===== config.mk =====
export PLATFORM = sky130hd
export DESIGN_NAME = irq_pair_arbiter
export DESIGN_NICKNAME = d
export VERILOG_FILES = /design/src/rtl/irq_pair_pkg.sv /design/src/rtl/irq_pair_sampler.sv /design/src/rtl/irq_pair_status.sv /design/src/rtl/irq_pair_issue.sv /design/src/rtl/irq_pair_arbiter.sv
export SDC_FILE = /design/constraint.sdc
export NUM_CORES = 1
export LEC_CHECK = 0
export CORE_MARGIN = 10
export CORE_UTILIZATION = 35
export CTS_BUF_LIST = sky130_fd_sc_hd__clkbuf_4 sky130_fd_sc_hd__clkbuf_8
export CTS_CLUSTER_SIZE = 14
export DETAILED_ROUTE_END_ITERATION = 6
export DONT_BUFFER_PORTS = 1
export PLACE_DENSITY = 0.6
export SETUP_SLACK_MARGIN = 0.4
export SLEW_MARGIN = 20
export SYNTH_ARGS = -nofsm -noshare
export SYNTH_HDL_FRONTEND = slang
export SYNTH_SLANG_ARGS = --single-unit

===== constraint.sdc =====
create_clock -name clk -period 1.1 [get_ports clk]
set_clock_uncertainty 0.05 [all_clocks]
set_input_delay 0.165 -clock clk [delete_from_list [all_inputs] [get_ports clk]]
set_output_delay 0.165 -clock clk [all_outputs]
set_load 0.02 [all_outputs]

===== src/rtl/irq_pair_pkg.sv =====
package irq_pair_pkg;
  typedef enum logic {
    SRC_BUF = 1'b0,
    SRC_EXT = 1'b1
  } irq_src_e;
endpackage


===== src/rtl/irq_pair_sampler.sv =====
module irq_pair_sampler #(
  parameter int SYNC_STAGES = 2
) (
  input  logic clk,
  input  logic rst,
  input  logic ext_pin,
  input  logic buf_full,
  output logic ext_ev,
  output logic buf_ev
);
  localparam int LAST = SYNC_STAGES - 1;

  logic [SYNC_STAGES-1:0] sync_q;
  logic ext_smp, ext_prev, buf_smp, buf_prev;

  generate
    if (SYNC_STAGES == 1) begin : g_single
      always_ff @(posedge clk) begin
        if (rst) sync_q <= '0;
        else     sync_q <= ext_pin;
      end
    end else begin : g_chain
      always_ff @(posedge clk) begin
        if (rst) sync_q <= '0;
        else     sync_q <= {sync_q[SYNC_STAGES-2:0], ext_pin};
      end
    end
  endgenerate

  always_ff @(posedge clk) begin
    if (rst) begin
      ext_smp  <= 1'b0;
      ext_prev <= 1'b0;
      buf_smp  <= 1'b0;
      buf_prev <= 1'b0;
    end else begin
      ext_smp  <= sync_q[LAST];
      ext_prev <= ext_smp;
      buf_smp  <= buf_full;
      buf_prev <= buf_smp;
    end
  end

  assign ext_ev = ext_smp & ~ext_prev;
  assign buf_ev = buf_smp & ~buf_prev;
endmodule


===== src/rtl/irq_pair_status.sv =====
module irq_pair_status (
  input  logic       clk,
  input  logic       rst,
  input  logic       ext_ev,
  input  logic       buf_ev,
  input  logic       ack_ext,
  input  logic       ack_buf,
  input  logic       buf_rd,
  output logic [1:0] stat,
  output logic       pend_ext,
  output logic       pend_buf
);
  logic st_ext, st_buf, buf_done;

  always_ff @(posedge clk) begin
    if (rst) begin
      st_ext   <= 1'b0;
      st_buf   <= 1'b0;
      buf_done <= 1'b0;
    end else begin
      if (ext_ev)       st_ext <= 1'b1;
      else if (ack_ext) st_ext <= 1'b0;

      if (buf_ev)      st_buf <= 1'b1;
      else if (buf_rd) st_buf <= 1'b0;

      if (buf_ev)       buf_done <= 1'b0;
      else if (ack_buf) buf_done <= 1'b1;
      else if (!st_buf) buf_done <= 1'b0;
    end
  end

  assign stat     = {st_ext, st_buf};
  assign pend_ext = st_ext;
  assign pend_buf = st_buf & ~buf_done;
endmodule


===== src/rtl/irq_pair_issue.sv =====
module irq_pair_issue
  import irq_pair_pkg::*;
(
  input  logic clk,
  input  logic rst,
  input  logic en,
  input  logic intr_ok,
  input  logic take,
  input  logic ret,
  input  logic pend_ext,
  input  logic pend_buf,
  output logic irq_req,
  output logic irq_vec,
  output logic ack_n,
  output logic busy,
  output logic ack_ext,
  output logic ack_buf
);
  logic accept, issue;
  irq_src_e pick;

  assign accept  = irq_req & take;
  assign issue   = ~busy & ~irq_req & en & intr_ok & (pend_ext | pend_buf);
  assign pick    = pend_ext ? SRC_EXT : SRC_BUF;
  assign ack_ext = accept & (irq_vec == SRC_EXT);
  assign ack_buf = accept & (irq_vec == SRC_BUF);

  always_ff @(posedge clk) begin
    if (rst) begin
      irq_req <= 1'b0;
      irq_vec <= SRC_BUF;
      ack_n   <= 1'b1;
      busy    <= 1'b0;
    end else begin
      ack_n <= ~accept;
      if (accept) begin
        irq_req <= 1'b0;
        busy    <= 1'b1;
      end else begin
        if (issue) begin
          irq_req <= 1'b1;
          irq_vec <= pick;
        end
        if (ret) busy <= 1'b0;
      end
    end
  end
endmodule


===== src/rtl/irq_pair_arbiter.sv =====
module irq_pair_arbiter #(
  parameter int SYNC_STAGES = 2
) (
  input  logic       clk,
  input  logic       rst,
  input  logic       en,
  input  logic       ext_pin,
  input  logic       buf_full,
  input  logic       take,
  input  logic       ret,
  input  logic       intr_ok,
  input  logic       buf_rd,
  output logic       irq_req,
  output logic       irq_vec,
  output logic       ack_n,
  output logic [1:0] stat
);
  logic ext_ev, buf_ev;
  logic pend_ext, pend_buf;
  logic ack_ext, ack_buf;
  logic svc_busy;

  irq_pair_sampler #(.SYNC_STAGES(SYNC_STAGES)) u_sampler (
    .clk      (clk),
    .rst      (rst),
    .ext_pin  (ext_pin),
    .buf_full (buf_full),
    .ext_ev   (ext_ev),
    .buf_ev   (buf_ev)
  );

  irq_pair_status u_status (
    .clk      (clk),
    .rst      (rst),
    .ext_ev   (ext_ev),
    .buf_ev   (buf_ev),
    .ack_ext  (ack_ext),
    .ack_buf  (ack_buf),
    .buf_rd   (buf_rd),
    .stat     (stat),
    .pend_ext (pend_ext),
    .pend_buf (pend_buf)
  );

  irq_pair_issue u_issue (
    .clk      (clk),
    .rst      (rst),
    .en       (en),
    .intr_ok  (intr_ok),
    .take     (take),
    .ret      (ret),
    .pend_ext (pend_ext),
    .pend_buf (pend_buf),
    .irq_req  (irq_req),
    .irq_vec  (irq_vec),
    .ack_n    (ack_n),
    .busy     (svc_busy),
    .ack_ext  (ack_ext),
    .ack_buf  (ack_buf)
  );
endmodule


## Yosys cells after proc, flatten, opt, wreduce, memory -nomap -nowiden

Index checks and enable logic that the tools add are counted.

| cells by class | value |
|---|---|
| equality and inequality tests | 1 |
| muxes and demuxes | 9 |
| bitwise operators | 18 |
| reduce and logical (&&, ||, !) cells | 6 |

Operator list:

| kind | number |
|---|---|
| $and A1 B1 Y1 | 10 |
| $mux W1 | 9 |
| $not A1 Y1 | 7 |
| $reduce_bool A2 Y1 | 3 |
| $reduce_or A2 Y1 | 2 |
| $ne A2 B2 Y1 const B | 1 |
| $reduce_and A2 Y1 | 1 |
| $or A1 B1 Y1 | 1 |

| storage, ports and cells | value |
|---|---|
| bits in registers | 13 |
| input bits | 9 |
| output and inout bits | 5 |

## Logic depth before layout (Yosys ltp)

| depth | value |
|---|---|
| depth in word-level cells | 6 |
| gate-level depth with buffers | 3 |
| mapped depth without buffers | 3 |

## Hierarchy

From an unflattened synthesis, not the netlist that was laid out.

| unflattened totals | value |
|---|---|
| cells, all modules | 45 |
| area total of the unflattened synthesis | 451.7 um^2 |

Modules (own cells, without submodules):

| module | times used | cells each | area an instance (um^2) |
|---|---|---|---|
| irq_pair_sampler | 1 | 14 | 170.2 |
| irq_pair_issue | 1 | 17 | 160.2 |
| irq_pair_status | 1 | 14 | 121.4 |

## Least setup slack after synthesis

Ideal clock, no wire load.

| timing path | value |
|---|---|
| path kind | register -> register |
| from | register u_issue.irq_req |
| to | register u_issue.ack_n |
| arrival | 853 ps |
| required time | 927 ps |
| path slack | 74 ps |
| cell stages (with the launch flop) | 3 |
| period minus slack after synthesis | 1026 ps |
| path through | dfxtp_1 > nand2_1 > or2_2 |

| between the ends | value |
|---|---|
| cells in the longest elaborated chain, start to end | 2 |

RTL lines:

| item | RTL line | source |
|---|---|---|
| start, declared | irq_pair_issue.sv:12 | `output logic irq_req,` |
| start signal, assigned | irq_pair_issue.sv:30 | `irq_req <= 1'b0;` |
| start signal, assigned | irq_pair_issue.sv:37 | `irq_req <= 1'b0;` |
| start signal, assigned | irq_pair_issue.sv:41 | `irq_req <= 1'b1;` |
| $and A1 B1 Y1 | irq_pair_issue.sv:22 | `assign accept = irq_req & take;` |
| $not A1 Y1 | irq_pair_issue.sv:35 | `ack_n <= ~accept;` |
| end signal, assigned | irq_pair_issue.sv:35 |  |
| end, declared | irq_pair_issue.sv:14 | `output logic ack_n,` |

No other way between the ends.
A chain may end at the register's enable or synchronous reset.

## Worst setup path in the final report

| timing path | value |
|---|---|
| from | register u_status.st_ext, in the netlist u_status.pend_ext |
| to | register u_issue.irq_vec |

| between the ends | value |
|---|---|
| cells in the longest elaborated chain, start to end | 3 |
| elaborated cells on any way between the ends | 4 |

RTL lines:

| item | RTL line | source |
|---|---|---|
| start, declared | irq_pair_status.sv:13 | `logic st_ext, st_buf, buf_done;` |
| start signal, assigned | irq_pair_status.sv:17 | `st_ext <= 1'b0;` |
| start signal, assigned | irq_pair_status.sv:21 | `if (ext_ev) st_ext <= 1'b1;` |
| start signal, assigned | irq_pair_status.sv:22 | `else if (ack_ext) st_ext <= 1'b0;` |
| $or A1 B1 Y1 | irq_pair_issue.sv:23 | `assign issue = ~busy & ~irq_req & en & intr_ok & (pend_ext \| pend_buf);` |
| $and A1 B1 Y1 | irq_pair_issue.sv:23 |  |
| $reduce_and A2 Y1 (no line) | -- |  |
| end signal, assigned | irq_pair_issue.sv:42 | `irq_vec <= pick;` |
| end, declared | irq_pair_issue.sv:13 | `output logic irq_vec,` |

Several ways; a longest one is shown, not always the timed one.

==> results.sh <==
export IMPL_cts_max_level=1
export IMPL_run_status="finished, violations left"
export IMPL_synth_distinct_cells=18
export IMPL_yosysWarnings=0
export IMPL_ant_nets=0
export IMPL_clockBufferDepth=2
export IMPL_peakVddDrop_mv=0.766
export IMPL_p_int_w=0.000671
export IMPL_hold_slack_ns=-0.100
export IMPL_die_h_um=56.3
export IMPL_portBuffers=0
export IMPL_r2r_cells=2
export IMPL_min_period_over_period_pct=90.8
export IMPL_worst_slew_pin_slew_ns=0.199
export IMPL_cp_cell_sequence="or2b_2, mux2i_1"
export IMPL_yosys_cell_count_top_type="dfxtp_1"
export IMPL_r2r_start="u_status.pend_ext"
export IMPL_crit_cells=2
export IMPL_initial_core_util_pct=36.4
export IMPL_cp_arrival_ns=1.14
export IMPL_antenna_found_initial=0
export IMPL_combPwrFrac_pct=5.3
export IMPL_grt_pass1_vias=348
export IMPL_finalNetCount=60
export IMPL_diodes=0
export IMPL_numCtsBuffers=3
export IMPL_use_met1_pct=6.40
export IMPL_wire_per_inst_um=14.7
export IMPL_synth_top_area_share_pct=56.4
export IMPL_areaGrowthSynthToFinish_pct=30.9
export IMPL_async_flop_share_pct=0
export IMPL_p_switching_w=0.000171
export IMPL_route_detailed_drc=0
export IMPL_violations="negative hold slack"
export IMPL_clk_latency_ns=0.26
export IMPL_yosysSeqAreaShare_pct=56.4
export IMPL_setup_ws_ns=0.101
export IMPL_die_w_um=56.3
export IMPL_ios=14
export IMPL_hold_path_class="input port to flop"
export IMPL_r2r_slack_ns=0.10
export IMPL_cap_violations=0
export IMPL_cp_start_kind="flop"
export IMPL_p_per_area_mw_per_mm2=1390
export IMPL_drive_gt1_share_pct=48.0
export IMPL_endpoint_kind="flop"
export IMPL_synth_nets=53
export IMPL_p_leak_nw=0.235
export IMPL_fill_cells=120
export IMPL_path_class="flop to flop"
export IMPL_drt_iter0_drc=2
export IMPL_cp_max_fo=4
export IMPL_syn_area_um2=462
export IMPL_max_slew_margin_pct=86.7
export IMPL_grt_max_degree=15
export IMPL_route_vias_total=305
export IMPL_overflow=0
export IMPL_rows=13
export IMPL_rsz0062_at_grt="yes"
export IMPL_layout_min_cycle_time_ns=0.999
export IMPL_cp_num_buf_inv=0
export IMPL_first_pass_iters=3
export IMPL_setup_tns_final_ns=0
export IMPL_holdPathStages=1
export IMPL_drt_total_wl_um=958
export IMPL_p_clk_share_pct=36.3
export IMPL_viasPerCell=4.69
export IMPL_synth_commonest_cells="13 x dfxtp_1, 8 x nor2b_1, 4 x a21oi_1, 3 x nor2_1"
export IMPL_power_total_w=0.000842
export IMPL_place_ws_ns=0.0463
export IMPL_grt_met2_usage_pct=11.1
export IMPL_synth_edf_count=0
export IMPL_synthCells=44
export IMPL_crit_required_ns=1.24
export IMPL_place_congestion=0.665
export IMPL_cts_root_buffer="clkbuf_4"
export IMPL_crit_family="flip-flops"
export IMPL_swShare_pct=20.3
export IMPL_synth_seq_cells=13
export IMPL_synth_area_leader_cell="dfxtp_1"
export IMPL_core_area_mm2=0.00127
export IMPL_worstSetupStartpoint="u_status.pend_ext"
export IMPL_clkSinkCount=13
export IMPL_fp_dieArea_mm2=0.00317
export IMPL_grt_util_met3_pct=3.37
export IMPL_drv_slew=0
export IMPL_power_frac_seq_pct=58.4
export IMPL_setup_viol_count_final=0
export IMPL_syn_mean_instance_area_um2=10.5
export IMPL_busiest_layer="met2"
export IMPL_hold_path_startpoint="rst"
export IMPL_synth_main_ff_cell="dfxtp_1"
export IMPL_cpMaxStageDelayCell="dfxtp_4"
export IMPL_cts_tree="built"
export IMPL_max_freq_ghz=1.00
export IMPL_synthTopCellsByArea="dfxtp_1 56%, nor2b_1 11%, a21oi_1 4.3%, buf_4 3.3%, o2111ai_2 3.3%"
export IMPL_grt_first_pass_wirelength_um=1640
export IMPL_cpPeakStageDelay_ns=0.42
export IMPL_timing_final_hold_violations=11
export IMPL_clk_pin_slew_worst_paths_ns=0.08
export IMPL_grt_total_usage_pct=6.40
[through the flow]
stage	instance area, um2	hold slack, ns	utilization, %	std cells
finish	604	-0.100	47.6	65
global route	604	-0.120	47.6	65
CTS	587	-0.107	46.3	64
detailed placement	489	0.179	38.6	58
global placement	489	0.176	38.6	58
floorplan	479	0.187	-	44
[power groups by stage]
stage / Combinational, W / Clock (W) / Sequential, W
6_report: 0.0000447 / 0.000306 / 0.000492
4_1_cts: 0.0000419 / 0.000315 / 0.000494
5_1_grt: 0.0000495 / 0.000342 / 0.000494
3_5_place_dp: 0.0000347 / 0 / 0.000505
2_1_floorplan: 0.0000382 / 0 / 0.000502
3_3_place_gp: 0.0000328 / 0 / 0.000504
[cells in the final DEF (no fill, tap or decap), types with 2 or more instances in the layout]
cell type,n
dfxtp_1,8
nor2b_1,7
clkbuf_4,4
a21oi_2,3
dfxtp_4,3
nor2b_4,2
nand2b_1,2
nor2_1,2
buf_6,2
buf_4,2
dfxtp_2,2
[kinds of logic after synthesis]
group           share of synthesized area, %
mux                                     2.17
simple gates                            26.8
flops                                   56.4
compound gates                          9.48
buf+inv                                 5.15
[final timing paths]
path | end
worst max-delay path | u_issue.irq_vec
worst min-delay path | u_issue.irq_req
worst max register to register | u_issue.irq_vec
worst min register to register | u_sampler.ext_smp
[what timing repair did]
| item | CTS | global route |
|---|---|---|
| setup buffers | 1 | 1 |
| pin swaps | 4 | 3 |
| endpoints found under the setup margin | 12 | 13 |
| gates resized for setup | 13 | 3 |
| hold buffers | 1 | 1 |
| hold endpoints to repair | 12 | 12 |
[routing by layer]
metal,up-vias,wire length (um)
li1,152,-
met1,143,411
met2,10,475
met3,0,71
met4,0,0
met5,-,0
[flip-flops by register name (all words and copies together) (netlist names)]
name                flops
u_sampler.buf_smp       1
u_issue.irq_vec         1
u_status.st_buf         1
u_issue.busy            1
u_status.pend_ext       1
u_sampler.buf_prev      1
u_issue.ack_n           1
u_issue.irq_req         1
u_sampler.sync_q        2
u_status.buf_done       1
u_sampler.ext_smp       1
u_sampler.ext_prev      1
[layout make-up]
| class | count | area, um2 | share of cell area [%] |
|---|---|---|---|
| Inverter | 1 | 3.75 | 0.621 |
| Sequential cell | 13 | 274 | 45.3 |
| Multi-Input combinational cell | 27 | 230 | 38.1 |
| Clock buffer | 4 | 30.0 | 4.97 |
| Timing Repair Buffer | 5 | 47.5 | 7.87 |
| Tap cell | 15 | 18.8 | 3.11 |
Note: power is estimated with default switching activity, not from simulation.
